File: src/rtl/adc_ctrl_pkg.sv
package adc_ctrl_pkg;
  typedef struct packed {
    logic start;
    logic read;
  } strobe_ev_t;

  function automatic int unsigned cnt_w(input int unsigned n);
    return (n < 2) ? 1 : $clog2(n + 1);
  endfunction
endpackage

File: src/rtl/adc_sync.sv
module adc_sync #(
  parameter int unsigned W = 1,
  parameter logic [W-1:0] RST_VAL = '0
) (
  input  logic         clk_i,
  input  logic         rst_ni,
  input  logic [W-1:0] d_i,
  output logic [W-1:0] q_o
);
  logic [W-1:0] ff1_q, ff2_q;

  always_ff @(posedge clk_i or negedge rst_ni) begin
    if (!rst_ni) begin
      ff1_q <= RST_VAL;
      ff2_q <= RST_VAL;
    end else begin
      ff1_q <= d_i;
      ff2_q <= ff1_q;
    end
  end

  assign q_o = ff2_q;
endmodule

File: src/rtl/adc_conv_timer.sv
module adc_conv_timer #(
  parameter int unsigned WORD_W      = 16,
  parameter int unsigned CONV_CYCLES = 80
) (
  input  logic              clk_i,
  input  logic              rst_ni,
  input  logic              start_i,
  input  logic              pd_i,
  input  logic [WORD_W-1:0] sample_i,
  output logic              busy_o,
  output logic              accept_o,
  output logic              err_o,
  output logic [WORD_W-1:0] result_o
);
  import adc_ctrl_pkg::*;
  localparam int unsigned CW = cnt_w(CONV_CYCLES);

  logic [CW-1:0]     cnt_q;
  logic [WORD_W-1:0] hold_q;
  logic              busy_q, err_q;

  assign accept_o = start_i & ~busy_q & ~pd_i;

  always_ff @(posedge clk_i or negedge rst_ni) begin
    if (!rst_ni) begin
      cnt_q    <= '0;
      hold_q   <= '0;
      busy_q   <= 1'b0;
      err_q    <= 1'b0;
      result_o <= '0;
    end else begin
      err_q <= start_i & busy_q;
      if (accept_o) begin
        busy_q <= 1'b1;
        cnt_q  <= CW'(CONV_CYCLES - 1);
        hold_q <= sample_i;
      end else if (busy_q) begin
        if (cnt_q == '0) begin
          busy_q   <= 1'b0;
          result_o <= hold_q;
        end else begin
          cnt_q <= cnt_q - 1'b1;
        end
      end
    end
  end

  assign busy_o = busy_q;
  assign err_o  = err_q;
endmodule

File: src/rtl/adc_int_tx.sv
module adc_int_tx #(
  parameter int unsigned WORD_W   = 16,
  parameter int unsigned DCLK_DIV = 1
) (
  input  logic              clk_i,
  input  logic              rst_ni,
  input  logic              go_i,
  input  logic [WORD_W-1:0] word_i,
  output logic              sdata_o,
  output logic              dclk_o
);
  import adc_ctrl_pkg::*;
  localparam int unsigned PER = 4 * DCLK_DIV;
  localparam int unsigned PW  = $clog2(PER);
  localparam int unsigned BW  = cnt_w(WORD_W);

  logic [WORD_W-1:0] sh_q;
  logic [PW-1:0]     phase_q;
  logic [BW-1:0]     nbit_q;
  logic              active_q;

  always_ff @(posedge clk_i or negedge rst_ni) begin
    if (!rst_ni) begin
      sh_q     <= '0;
      phase_q  <= '0;
      nbit_q   <= '0;
      active_q <= 1'b0;
    end else if (go_i) begin
      sh_q     <= word_i;
      phase_q  <= '0;
      nbit_q   <= '0;
      active_q <= 1'b1;
    end else if (active_q) begin
      if (phase_q == PW'(PER - 1)) begin
        // data moves only in the low gap between two pulses
        phase_q <= '0;
        sh_q    <= sh_q << 1;
        if (nbit_q == BW'(WORD_W - 1)) active_q <= 1'b0;
        else                          nbit_q   <= nbit_q + 1'b1;
      end else begin
        phase_q <= phase_q + 1'b1;
      end
    end
  end

  assign dclk_o  = active_q && (phase_q >= PW'(DCLK_DIV)) && (phase_q < PW'(3 * DCLK_DIV));
  assign sdata_o = active_q & sh_q[WORD_W-1];
endmodule

File: src/rtl/adc_ext_tx.sv
module adc_ext_tx #(
  parameter int unsigned WORD_W = 16
) (
  input  logic              clk_i,
  input  logic              rst_ni,
  input  logic              go_i,
  input  logic              edge_i,
  input  logic [WORD_W-1:0] word_i,
  output logic              sdata_o,
  output logic              sync_o
);
  import adc_ctrl_pkg::*;
  localparam int unsigned BW = cnt_w(WORD_W);

  logic [WORD_W-1:0] sh_q;
  logic [BW-1:0]     cnt_q;
  logic              active_q, out_q, sync_q;

  always_ff @(posedge clk_i or negedge rst_ni) begin
    if (!rst_ni) begin
      sh_q     <= '0;
      cnt_q    <= '0;
      active_q <= 1'b0;
      out_q    <= 1'b0;
      sync_q   <= 1'b0;
    end else if (go_i && !active_q) begin
      sh_q     <= word_i;
      cnt_q    <= '0;
      active_q <= 1'b1;
    end else if (active_q && edge_i) begin
      if (cnt_q == BW'(WORD_W)) begin
        active_q <= 1'b0;
        out_q    <= 1'b0;
        sync_q   <= 1'b0;
      end else begin
        out_q  <= sh_q[WORD_W-1];
        sh_q   <= sh_q << 1;
        sync_q <= (cnt_q == '0);
        cnt_q  <= cnt_q + 1'b1;
      end
    end
  end

  assign sdata_o = out_q;
  assign sync_o  = sync_q;
endmodule

File: src/rtl/serial_adc_ctrl.sv
module serial_adc_ctrl #(
  parameter int unsigned WORD_W      = 16,
  parameter int unsigned ADDR_W      = 2,
  parameter int unsigned CONV_CYCLES = 80,
  parameter int unsigned DCLK_DIV    = 1
) (
  input  logic              clk_i,
  input  logic              rst_ni,
  input  logic              cs_ni,
  input  logic              rc_i,
  input  logic              pd_i,
  input  logic              ext_sel_i,
  input  logic              ext_dclk_i,
  input  logic              wr_a_ni,
  input  logic              wr_b_ni,
  input  logic [ADDR_W-1:0] addr_i,
  input  logic [WORD_W-1:0] sample_i,
  output logic              busy_no,
  output logic              err_o,
  output logic              sdata_o,
  output logic              dclk_o,
  output logic              sync_o,
  output logic [ADDR_W-1:0] chan_o
);
  import adc_ctrl_pkg::*;

  // sync order: {ext_dclk, ext_sel, pd, rc, cs_n}
  logic [4:0] raw, syn;
  logic       cs_s, rc_s, pd_s, ext_sel_s, edclk_s;
  logic       cs_p_q, rc_p_q, edclk_p_q;
  strobe_ev_t ev;

  assign raw = {ext_dclk_i, ext_sel_i, pd_i, rc_i, cs_ni};

  adc_sync #(.W(5), .RST_VAL(5'b00011)) u_sync (
    .clk_i(clk_i), .rst_ni(rst_ni), .d_i(raw), .q_o(syn)
  );

  assign {edclk_s, ext_sel_s, pd_s, rc_s, cs_s} = syn;

  always_ff @(posedge clk_i or negedge rst_ni) begin
    if (!rst_ni) begin
      cs_p_q    <= 1'b1;
      rc_p_q    <= 1'b1;
      edclk_p_q <= 1'b0;
    end else begin
      cs_p_q    <= cs_s;
      rc_p_q    <= rc_s;
      edclk_p_q <= edclk_s;
    end
  end

  logic cs_fall, rc_fall, rc_rise, edclk_rise;
  assign cs_fall    = cs_p_q & ~cs_s;
  assign rc_fall    = rc_p_q & ~rc_s;
  assign rc_rise    = ~rc_p_q & rc_s;
  assign edclk_rise = ~edclk_p_q & edclk_s;

  assign ev.start = (rc_fall & ~cs_s) | (cs_fall & ~rc_s);
  assign ev.read  = (rc_rise & ~cs_s) | (cs_fall & rc_s);

  logic              busy, accept;
  logic [WORD_W-1:0] result;

  adc_conv_timer #(.WORD_W(WORD_W), .CONV_CYCLES(CONV_CYCLES)) u_conv (
    .clk_i(clk_i), .rst_ni(rst_ni), .start_i(ev.start), .pd_i(pd_s),
    .sample_i(sample_i), .busy_o(busy), .accept_o(accept), .err_o(err_o),
    .result_o(result)
  );

  logic int_sd, int_dclk, ext_sd;

  adc_int_tx #(.WORD_W(WORD_W), .DCLK_DIV(DCLK_DIV)) u_int (
    .clk_i(clk_i), .rst_ni(rst_ni), .go_i(accept & ~ext_sel_s),
    .word_i(result), .sdata_o(int_sd), .dclk_o(int_dclk)
  );

  adc_ext_tx #(.WORD_W(WORD_W)) u_ext (
    .clk_i(clk_i), .rst_ni(rst_ni), .go_i(ev.read & ext_sel_s),
    .edge_i(edclk_rise), .word_i(result), .sdata_o(ext_sd), .sync_o(sync_o)
  );

  assign busy_no = ~busy;
  assign sdata_o = ext_sel_s ? ext_sd : int_sd;
  assign dclk_o  = int_dclk & ~ext_sel_s;

  // address latch: open while both write strobes are low
  always_ff @(posedge clk_i or negedge rst_ni) begin
    if (!rst_ni)                   chan_o <= '0;
    else if (!(wr_a_ni | wr_b_ni)) chan_o <= addr_i;
  end
endmodule

File: config.mk
export PLATFORM = sky130hd
export DESIGN_NAME = serial_adc_ctrl
export DESIGN_NICKNAME = d
export VERILOG_FILES = /design/src/rtl/adc_ctrl_pkg.sv /design/src/rtl/adc_sync.sv /design/src/rtl/adc_conv_timer.sv /design/src/rtl/adc_int_tx.sv /design/src/rtl/adc_ext_tx.sv /design/src/rtl/serial_adc_ctrl.sv
export SDC_FILE = /design/constraint.sdc
export NUM_CORES = 1
export LEC_CHECK = 0
export BUFFER_PORTS_ARGS = -buffer_cell sky130_fd_sc_hd__buf_2
export CORE_ASPECT_RATIO = 0.75
export CORE_UTILIZATION = 59
export CTS_CLUSTER_DIAMETER = 200
export DETAILED_ROUTE_END_ITERATION = 8
export GPL_ROUTABILITY_DRIVEN = 0
export GPL_TIMING_DRIVEN = 0
export PLACE_DENSITY = 0.76
export SYNTH_ARGS = -nofsm -noshare
export SYNTH_HDL_FRONTEND = slang
export SYNTH_SLANG_ARGS = --single-unit
File: constraint.sdc
create_clock -name clk_i -period 2.78 [get_ports clk_i]
set_input_delay 0.278 -clock clk_i [delete_from_list [all_inputs] [get_ports clk_i]]
set_output_delay 0.278 -clock clk_i [all_outputs]
set_load 0.02 [all_outputs]
# [Word-level counts from Yosys, hierarchy flattened]
# Cells that the tools add are included.
[op_classes] add_sub_neg=4 n_mul=0 div_mod_pow=0 n_lt_le_gt_ge=2 eq_ne=6 shift=0 n_mux=32 n_bitwise=27 n_reduce_logical=19
[ops] cell="$mux 16" count=6
[ops] cell="$mux 5" count=7
[ops] cell="$mux 7" count=3
[ops] cell="$and 1x1->1" count=15
[ops] cell="$mux 1" count=13
[ops] cell="$add 5x1->5 const B" count=2
[ops] cell="$reduce_and 2->1" count=5
[ops] cell="$reduce_bool 2->1" count=5
[ops] cell="$not 1->1" count=9
[ops] cell="$logic_not 7->1" count=1
[ops] cell="$sub 7x1->7 const B" count=1
[ops] cell="$mux 2" count=3
[ops] cell="$reduce_and 3->1" count=2
[ops] cell="$eq 5x4->1 const B" count=1
[ops] cell="$eq 5x5->1 const B" count=1
[ops] cell="$logic_not 5->1" count=1
[ops] cell="$logic_and 1x1->1" count=4
[ops] cell="$ne 2x1->1 const B" count=2
[ops] cell="$or 1x1->1" count=3
[ops] cell="$add 2x1->2 const B" count=1
[ops] cell="$eq 2x2->1 const B" count=1
[ops] cell="$ge 2x1->1 const B" count=1
[ops] cell="$lt 2x2->1 const B" count=1
[ops] cell="$ne 2x2->1 const B" count=1
[ops] cell="$logic_not 1->1" count=1
[totals] ff_bits=104 latch_bits=0 ram_bits=0 rom_bits=0 out_inout_bits=7 n_memories=0

# [Logic depth before layout (Yosys ltp)]
# Gate-level depths: netlist (run 1).
[depth] word_depth=9 mapped_depth=7

# [Modules after synthesis]
# Synthesis (run 1) repeated with hierarchy kept, for this count alone.
[unflattened] cells_unflattened=423 hier_area_um2=4609.4
[modules_own_cells] module="adc_conv_timer" n_inst=1 cells_each=152 area_per_inst_um2=1735.4
[modules_own_cells] module="adc_ext_tx" n_inst=1 cells_each=133 area_per_inst_um2=1236.2
[modules_own_cells] module="adc_int_tx" n_inst=1 cells_each=110 area_per_inst_um2=1161.1
[modules_own_cells] module="adc_sync" n_inst=1 cells_each=10 area_per_inst_um2=255.2
[modules_own_cells] module="serial_adc_ctrl" n_inst=1 cells_each=18 area_per_inst_um2=221.5

# [Least setup slack after synthesis (run 1)]
# OpenSTA, ideal clock, no wires.
[synth_timing] path_type="register -> register" from="register u_int.phase_q[0]" to="register u_int.sh_q[10]" arrival_ns=1.796 required_ns=2.655 path_slack_ns=0.859 stages_incl_launch_ff=6 n_path_buf=1 period_less_slack_ns=1.921 cell_sequence="dfrtp_1 ha_1 nand2_1 clkbuf_1 mux2_2 mux2_4"
[synth_via] elab_chain_cells=3
[synth_lines] item="start: declaration" line="adc_int_tx.sv:18" rtl="logic [PW-1:0] phase_q;"
[synth_lines] item="start signal: assignment" line="adc_int_tx.sv:41" rtl="phase_q <= phase_q + 1'b1;"
[synth_lines] item="$eq 2x2->1" line="adc_int_tx.sv:34" rtl="if (phase_q == PW'(PER - 1)) begin"
[synth_lines] item="$reduce_bool 2->1 (no source line)"
[synth_lines] item="$reduce_and 2->1 (no source line)"
[synth_lines] item="end signal: assignment" line="adc_int_tx.sv:29" rtl="sh_q <= word_i;"
[synth_lines] item="end signal: assignment" line="adc_int_tx.sv:37" rtl="sh_q <= sh_q << 1;"
[synth_lines] item="end: declaration" line="adc_int_tx.sv:17" rtl="logic [WORD_W-1:0] sh_q;"
# Every way passes these cells.
# A chain may end at the register's enable or synchronous reset.

# [Worst setup path after layout (run 1)]
[layout_timing] from="register u_int.phase_q[0]" to="register u_int.sh_q[13]"
# Same word-level chain as after synthesis.

==> flow_summary_export.csv, run 1 <==
group,metric,value,unit
finish,drive_gt1_share,32.8,%
yosys,synth_edf_count,0,
timing,rsz0062_at_grt,"no",
yosys,ys_seq_area_share,58.2,%
clock_network,htreeDepth,3,
clock_network,cts_tree,"yes",
finish,final_cell_mix,"dfrtp_1 (98), mux2_2 (55), buf_2 (34)",
worst_setup_path,path_max_fanout,10,
detailed_routing,vias_per_cell,5.63,
placement,dp_hpwl,5510,um
yosys,ys_types,47,
timing,period_minus_slack,2.29,ns
grt,grt_pass1_vias,2868,
finish,n_antenna_cell,0,
clock_network,cts_sinks,104,
worst_setup_path,worstSetupPathType,"register to register",
detailed_routing,detail_route.wl_per_cell,16.6,um
worst_setup_path,endpoint_kind,"register",
placement,io_buffers,33,
finish,stdcell_area,5080,um2
detailed_routing,vias,2780,
floorplan,pin_count,34,
finish,area_delta_synth_final,13.3,%
yosys,syn_nets,371,
yosys,syn_avg_cell_area,13.3,um2
clock_network,clk_latency,0.38,ns
floorplan,core-area,7360,um2
clock_network,postCtsSetupRepairBufs,0,
detailed_routing,routed_wl,8180,um
timing,worst_clock_skew,0.0188,ns
detailed_routing,firstDrtPassIters,5,
power,vdd_ir_drop_max,0.000646,V
worst_setup_path,required,3.05,ns
floorplan,die_height,77.5,um
floorplan,initial_core_util,60.9,%
yosys,synth-main-ff-cell,"dfrtp_1",
grt,track_usage,23.2,%
grt,grt_overflow,0,
yosys,synth-warning-count,0,
power,p_leak,2.47,nW
timing,max_freq,0.436,GHz
timing,finalMaxSlewViolations,0,
clock_network,cts_buffers,9,
timing,relSlewSlack,9.07,%
flow_run,maxCapViolCount,0,
worst_hold_path,min_path_type,"input pin to register",
worst_setup_path,start_kind,"register",
detailed_routing,drc,0,
floorplan,row_count,27,
floorplan,dieArea,7960,um2
finish,final_util,69.0,%
floorplan,die_width,103,um
clock_network,cts_buffer_depth,2,
placement,post_dp_cell_area,4810,um2
detailed_routing,ant_nets,0,
grt,grt_pass1_wl,13800,um
worst_setup_path,cp.arrival,2.56,ns
worst_setup_path,slowest_delay,0.51,ns
grt,grt_max_degree,60,
finish,layout_commonest_cell,"dfrtp_1",
finish,nFillCells,577,
yosys,synthArstFlopShare,100,%
grt,antenna_found_initial,0,
detailed_routing,dr.first_iter.drc_count,102,
power,total_power,4.46,mW
timing,final-setup-viol-count,0,
yosys,ys_ff_latch,104,
yosys,syn_area,4480,um2
power,cellPowerDensity,878,nW/um2
run_status,status,"completed",
timing,timing.final.crit_share,82.5,%
clock_network,clockRootBuffer,"clkbuf_8",
finish,layout.nets,422,
yosys,syn_inst,337,
worst_setup_path,crit_path_top_delay_cell,"clkbuf_1",
timing,setup_tns,0,ns
clock_network,clkTransAtPathRegs,0.11,ns
timing,worst_pin_slew,1.35,ns
worst_setup_path,cp_cell_sequence,"ha_1 > nand2_1 > clkbuf_1 > mux2_2 > mux2_4",
timing,hold_viol_final,0,
-- cells in the mapped netlist (2+ instances only) --
library cell | n | area [um2]
o21ai_0 | 10 | 50.1
xor2_1 | 2 | 17.5
o311ai_0 | 2 | 17.5
nand4bb_1 | 2 | 22.5
nor2_1 | 14 | 52.6
dfrtp_1 | 98 | 2450
a221o_1 | 15 | 150
or2_2 | 3 | 18.8
and3_1 | 15 | 93.8
nor3_1 | 2 | 10.0
nor4bb_1 | 2 | 20.0
nand4b_1 | 2 | 17.5
and3b_1 | 2 | 17.5
mux2i_1 | 6 | 60.1
nor4b_1 | 2 | 17.5
clkbuf_1 | 8 | 30.0
mux2_4 | 9 | 135
inv_1 | 12 | 45.0
buf_2 | 2 | 10.0
nand3_1 | 6 | 30.0
o31ai_1 | 4 | 30.0
nand2_1 | 15 | 56.3
or4_1 | 3 | 22.5
ha_1 | 7 | 87.6
or3_1 | 4 | 25.0
nand3b_1 | 3 | 22.5
a21oi_1 | 6 | 30.0
dfstp_2 | 6 | 158
mux2_2 | 55 | 619
a31oi_1 | 2 | 12.5
nand2b_1 | 2 | 12.5
-- sequential cells by signal, summed over array words and instances (netlist names), 7 cells and up --
name             flops
u_conv.cnt_q         7
u_int.sh_q          16
u_conv.hold_q       16
u_ext.sh_q          16
u_conv.result_o     16
-- critical path: cells and delay by family, from the launching register on --
family	cells	cell delay, ns
flip-flops	1	0.43
buffers and inverters	1	0.51
AND/OR/NAND/NOR	1	0.27
multiplexers	2	0.67
adder cells (fa/ha/maj)	1	0.28
-- through the flow --
| step | cells | hold WS (ns) | setup slack (ns) |
|---|---|---|---|
| finish | 494 | 0.121 | 0.487 |
| global route | 494 | 0.100 | 0.363 |
| CTS | 494 | 0.104 | 0.490 |
| detailed placement | 472 | 0.327 | 0.548 |
| global placement | 471 | 0.335 | 0.321 |
| floorplan | 337 | -0.0176 | 0.859 |
-- per-layer routing --
metal	share of wire, %	up-vias	routed length (um)	track usage (%)
li1	-	1336	-	-
met1	48	1388	3960	32.1
met2	46	46	3780	34.5
met3	4.3	10	351	7.21
met4	1.1	0	88	8.14
met5	0	-	0	0
-- logic make-up (layout without fill, tap and decap cells) --
| family | after synthesis | after routing | share of synthesized area [%] |
|---|---|---|---|
| AOI/OAI and AO/OA | 46 | 46 | 7.76 |
| and+or+nand+nor | 83 | 83 | 10.9 |
| DFF | 104 | 104 | 58.2 |
| xor gates and xnor gates | 2 | 2 | 0.391 |
| muxes | 70 | 70 | 18.2 |
| buffers and inverters | 25 | 81 | 2.68 |
| adders and majority gates | 7 | 7 | 1.95 |
-- layout make-up --
cell class	instances	area, um2	share of cell area, %
flip-flops and latches	104	2610	51.4
multi-input cells	208	1750	34.5
repair buffers	40	255	5.03
clock buffers	10	138	2.71
well taps	101	126	2.49
clock inverters	6	75.1	1.48
plain buffers	13	75.1	1.48
inverters	12	45.0	0.887
-- power breakdown --
group / leakage, nW / internal (mW) / switching, mW
clock: 0.105 / 0.453 / 0.541
combinational: 1.05 / 0.613 / 0.497
sequential: 1.31 / 2.01 / 0.344
total: 2.47 / 3.08 / 1.38
-- timing repair --
action                    in CTS  in global routing
hold buffers                   6                  0
hold endpoints to repair      46                  0
gates resized for setup        0                  0
-- path summary, 6_finish.rpt --
path,startpoint,endpoint,slack (ns),depth (start not counted)
min,sample_i[7],u_conv.hold_q[7]$_DFFE_PN0P_,0.12,2
min in group asynchronous,rst_ni,u_conv.busy_o$_DFF_PN0_,0.44,2
max reg2reg,u_int.phase_q[0]$_DFFE_PN0P_,u_int.sh_q[13]$_DFFE_PN0P_,0.49,5
max,u_int.phase_q[0]$_DFFE_PN0P_,u_int.sh_q[13]$_DFFE_PN0P_,0.49,5
min reg2reg,u_sync.ff1_q[4]$_DFF_PN0_,u_sync.q_o[4]$_DFF_PN0_,0.36,0
max in group asynchronous,rst_ni,rc_p_q$_DFF_PN1_,1.63,3
Note: power is estimated with default switching activity, not from simulation.
==> run 2: changes to the inputs <==
Settings changed: CORE_UTILIZATION 59 to 54, PLACE_DENSITY 0.76 to 0.74.
Clock period 2.78 ns to 1.9 ns, I/O delays scaled along.
==> run 2 against run 1 <==
Effect of this change:
- the run now ends with setup timing left
- clock skew shrank 0.0079 ns
- combinational power increased by 65%
- global-route usage down 1.5 points
- highest routed layer unchanged
- register-to-register slack got worse by 0.55 ns
- critical path depth did not move
- non-clock buffer count grew 10
- core utilization fell by 3.3 points
- wire length grew 0.13%
- via count is 3.0% higher
- first-iteration DRC count is 21% higher
- sequential share of layout area shrank 1.4 points
==> flow_summary_export.csv, run 2 (synthesized netlist as in run 1, its figures left out) <==
group,metric,value,unit
run_status,status,"finished, violations left",
run_status,violations,"setup timing",
timing,rsz0062_at_grt,"yes",
clock_network,clk_latency,0.38,ns
clock_network,cts_buffers,9,
floorplan,die_width,107,um
grt,track_usage,21.7,%
detailed_routing,dr.first_iter.drc_count,123,
worst_setup_path,path_max_fanout,5,
detailed_routing,firstDrtPassIters,4,
grt,grt_pass1_vias,2831,
timing,max_freq,0.510,GHz
timing,period_minus_slack,1.96,ns
detailed_routing,detail_route.wl_per_cell,16.1,um
power,p_comb_share,27.6,%
worst_setup_path,endpoint_kind,"register",
detailed_routing,drc,0,
placement,post_dp_cell_area,4810,um2
placement,io_buffers,33,
placement,dp.cells,476,
power,p_seq_share,51.7,%
grt,grt_pass1_wl,14100,um
timing,worst_pin_slew,0.844,ns
worst_setup_path,worstSetupPathType,"register to register",
floorplan,row_count,28,
clock_network,clkTransAtPathRegs,0.10,ns
finish,n_antenna_cell,0,
timing,finalMaxSlewViolations,0,
floorplan,dieArea,8680,um2
finish,layout.nets,432,
detailed_routing,vias,2863,
clock_network,htreeDepth,3,
worst_setup_path,start_kind,"register",
power,cellPowerDensity,1270,nW/um2
floorplan,core-area,7950,um2
power,total_power,6.62,mW
timing,setup_ws,-0.0613,ns
worst_setup_path,cp.arrival,2.19,ns
timing,setup_tns,-0.124,ns
floorplan,die_height,80.9,um
timing,hold_viol_final,0,
power,p_leak,2.54,nW
detailed_routing,vias_per_cell,5.64,
finish,final_cell_mix,"dfrtp_1 (97), mux2_2 (55), buf_2 (35)",
timing,worst_clock_skew,0.0108,ns
grt,antenna_found_initial,0,
timing,timing.final.crit_share,103,%
detailed_routing,ant_nets,0,
timing,relSlewSlack,43.3,%
finish,final_util,65.7,%
detailed_routing,routed_wl,8190,um
worst_hold_path,min_path_type,"input pin to register",
power,p_int,4.59,mW
clock_network,cts_buffer_depth,2,
clock_network,cts_tree,"yes",
clock_network,cts_sinks,104,
power,power.switching,2.03,mW
worst_setup_path,required,2.13,ns
power,sw_frac_of_total,30.7,%
grt,grt_max_degree,65,
grt,grt_overflow,0,
clock_network,clockRootBuffer,"clkbuf_8",
finish,drive_gt1_share,39.7,%
timing,final-setup-viol-count,3,
power,power_frac_clock,20.7,%
flow_run,maxCapViolCount,0,
power,vdd_ir_drop_max,0.000600,V
finish,stdcell_area,5230,um2
finish,area_delta_synth_final,16.5,%
floorplan,initial_core_util,56.4,%
finish,layout_commonest_cell,"dfrtp_1",
placement,dp_hpwl,5450,um
floorplan,pin_count,34,
finish,fin_cells,508,
run 2: area by class of cell:
class	count	area (um2)
flip-flops and latches	104	2610
repair buffers	53	353
multi-input cells	208	1820
inverters	12	45.0
plain buffers	10	75.1
fillers	589	2730
clock buffers	10	128
well taps	105	131
clock inverters	6	66.3
run 2: through the flow:
step	hold WS, ns	worst slack (ns)
floorplan	-0.106	0.0297
global placement	0.295	-0.458
detailed placement	0.215	-0.256
global route	0.0220	-0.115
finish	0.0359	-0.0613
CTS	0.0221	0.00473
run 2: worst paths after layout:
| path | slack (ns) | cells after the start | to | start |
|---|---|---|---|---|
| worst max register to register | -0.06 | 5 | u_conv.cnt_q[1]$_DFFE_PN0P_ | u_conv.cnt_q[0]$_DFFE_PN0P_ |
| worst max-delay path | -0.06 | 5 | u_conv.cnt_q[1]$_DFFE_PN0P_ | u_conv.cnt_q[0]$_DFFE_PN0P_ |
| worst min-delay path | 0.04 | 2 | u_conv.hold_q[13]$_DFFE_PN0P_ | sample_i[13] |
| worst min register to register | 0.36 | 0 | u_sync.q_o[2]$_DFF_PN0_ | u_sync.ff1_q[2]$_DFF_PN0_ |
| max in group asynchronous | 0.85 | 3 | cs_p_q$_DFF_PN1_ | rst_ni |
| min in group asynchronous | 0.33 | 2 | u_sync.ff1_q[3]$_DFF_PN0_ | rst_ni |
run 2: what timing repair did:
| item | CTS | global route |
|---|---|---|
| resized for setup | 18 | 9 |
| setup endpoints to repair | 62 | 49 |
| hold endpoints to repair | 41 | 0 |
| pin swaps | 2 | 4 |
| setup buffers | 10 | 3 |
| cloned | 0 | 0 |
| hold buffers | 6 | 0 |
run 2: layer usage:
metal | global-route usage (%) | vias to the layer above | wire length, um
met5 | 0 | - | 0
met4 | 7.95 | 0 | 121
met3 | 6.02 | 12 | 307
met2 | 33.9 | 48 | 3820
met1 | 29.3 | 1439 | 3940
li1 | - | 1364 | -
run 2: power by group through the flow:
stage | clock network [mW] | registers (mW) | logic [mW]
floorplan | 0 | 3.34 | 1.26
global placement | 0 | 3.44 | 1.52
detailed placement | 0 | 3.47 | 1.61
CTS | 1.40 | 3.42 | 1.79
global route | 1.49 | 3.53 | 2.06
finish | 1.37 | 3.43 | 1.83
run 2: worst max-delay path, cell delays in order, from the launching register on:
cell and delay, ns:
dfrtp_1 0.40, inv_1 0.06, ha_2 0.16, or4b_4 0.50
o31ai_1 0.51, a32oi_1 0.19
==> run 3: changes to the inputs <==
Settings changed: REMOVE_ABC_BUFFERS set to 1.
==> run 3 against run 2 <==
Effect of this change:
- the flow now finishes without violations
- wire length increased by 2.0%
- count of clock-buffer cells in the layout unchanged
- first-iteration DRC count increased by 28%
- critical path type unchanged
- critical endpoint is now u_conv.cnt_q[2]$_DFFE_PN0P_
- largest cell class unchanged
==> flow_summary_export.csv, run 3 (synthesized netlist as in run 1, its figures left out) <==
group,metric,value,unit
run_status,status,"completed",
clock_network,clockRootBuffer,"clkbuf_8",
clock_network,cts_sinks,104,
finish,drive_gt1_share,39.0,%
timing,max_freq,0.531,GHz
floorplan,die_height,80.9,um
floorplan,core-area,7950,um2
worst_setup_path,crit_path_top_delay_cell,"or4b_4",
worst_setup_path,path_max_fanout,5,
power,cellPowerDensity,1260,nW/um2
grt,grt_max_degree,60,
power,p_leak,2.47,nW
finish,layout_commonest_cell,"dfrtp_1",
clock_network,cts_buffers,9,
clock_network,clkTransAtPathRegs,0.10,ns
detailed_routing,dr.first_iter.drc_count,157,
worst_setup_path,slowest_delay,0.50,ns
timing,finalMaxSlewViolations,0,
timing,relSlewSlack,43.5,%
grt,antenna_found_initial,0,
flow_run,maxCapViolCount,0,
detailed_routing,firstDrtPassIters,4,
finish,area_delta_synth_final,14.7,%
timing,final-setup-viol-count,0,
placement,pre_cts_ws,-1.01,ns
detailed_routing,routed_wl,8360,um
timing,period_minus_slack,1.88,ns
worst_setup_path,start_kind,"register",
detailed_routing,drc,0,
clock_network,htreeDepth,3,
worst_setup_path,worstSetupPathType,"register to register",
floorplan,pin_count,34,
detailed_routing,ant_nets,0,
worst_setup_path,cp.arrival,2.15,ns
placement,dp_hpwl,5110,um
clock_network,clk_latency,0.38,ns
timing,hold_viol_final,0,
grt,track_usage,20.5,%
worst_setup_path,endpoint_kind,"register",
detailed_routing,detail_route.wl_per_cell,16.9,um
timing,timing.final.crit_share,99.1,%
detailed_routing,vias_per_cell,5.64,
placement,io_buffers,33,
timing,worst_pin_slew,0.840,ns
finish,nFillCells,582,
timing,worst_clock_skew,0.0113,ns
grt,grt_pass1_wl,13200,um
finish,final_cell_mix,"dfrtp_1 (97), mux2_2 (55), buf_2 (32)",
floorplan,dieArea,8680,um2
timing,rsz0062_at_grt,"yes",
floorplan,row_count,28,
timing,setup_ws,0.0163,ns
floorplan,die_width,107,um
finish,n_antenna_cell,0,
worst_setup_path,cp_cell_sequence,"inv_2 > ha_4 > or4b_4 > or3_4 > a221o_1",
timing,holdWs,0.0330,ns
floorplan,initial_core_util,56.4,%
worst_hold_path,min_path_type,"input pin to register",
finish,layout.nets,419,
power,vdd_ir_drop_max,0.000755,V
power,total_power,6.48,mW
detailed_routing,vias,2793,
clock_network,cts_buffer_depth,2,
grt,grt_overflow,0,
grt,grt_pass1_vias,2639,
worst_setup_path,required,2.17,ns
clock_network,cts_tree,"yes",
-- run 3: cell type report --
class / count / area [um2] / share of cell area [%]
Clock inverter: 6 / 46.3 / 0.900
Multi-Input combinational cell: 209 / 1860 / 36.2
Tap cell: 105 / 131 / 2.55
Inverter: 12 / 45.0 / 0.875
Timing Repair Buffer: 49 / 323 / 6.27
Clock buffer: 10 / 128 / 2.48
Sequential cell: 104 / 2610 / 50.8
-- run 3: final timing paths --
kind | to | slack [ns] | cells past startpoint | startpoint
worst max-delay path | u_conv.cnt_q[2]$_DFFE_PN0P_ | 0.02 | 5 | u_conv.cnt_q[1]$_DFFE_PN0P_
worst min-delay path | u_conv.hold_q[10]$_DFFE_PN0P_ | 0.03 | 2 | sample_i[10]
worst max register to register | u_conv.cnt_q[2]$_DFFE_PN0P_ | 0.02 | 5 | u_conv.cnt_q[1]$_DFFE_PN0P_
worst min register to register | u_sync.q_o[4]$_DFF_PN0_ | 0.36 | 0 | u_sync.ff1_q[4]$_DFF_PN0_
max in group asynchronous | u_conv.result_o[9]$_DFFE_PN0P_ | 0.84 | 3 | rst_ni
min in group asynchronous | u_int.nbit_q[4]$_DFFE_PN0P_ | 0.37 | 2 | rst_ni
-- run 3: repair_timing --
action	in CTS	in global routing
gates resized for setup	16	9
setup buffers	3	6
hold buffers	6	0
endpoints found under the setup margin	83	39
cloned	0	1
pin swaps	1	2
endpoints found under the hold margin	44	0
-- run 3: where the power goes --
part           switching [mW]  internal [mW]  total, mW  leakage, nW
clock                   0.748          0.481       1.23       0.0824
combinational           0.759           1.01       1.77         1.07
sequential              0.544           2.94       3.49         1.31
-- run 3: worst max-delay path, delay by kind of cell (launching register included) --
family / cells / cell delay, ns
AOI/OAI and AO/OA: 1 / 0.32
adders and majority gates: 1 / 0.14
buffers and inverters: 1 / 0.08
DFF: 1 / 0.40
and+or+nand+nor: 2 / 0.85
-- run 3: through the flow --
stage | cell area, um2 | util, % | cells | TNS [ns]
floorplan | 4410 | - | 324 | -4.52
global placement | 4710 | 59.2 | 462 | -76.51
detailed placement | 4740 | 59.6 | 463 | -31.66
CTS | 5060 | 63.7 | 488 | -0.00151
global route | 5140 | 64.7 | 495 | -0.166
finish | 5140 | 64.7 | 495 | 0
-- run 3: routing by layer --
layer  share of wire (%)  global-route usage (%)  vias up
li1                    -                       -     1337
met1                  50                    29.0     1390
met2                  45                    30.2       64
met3                 4.7                    7.30        2
met4                0.38                    5.21        0
met5                   0                       0        -
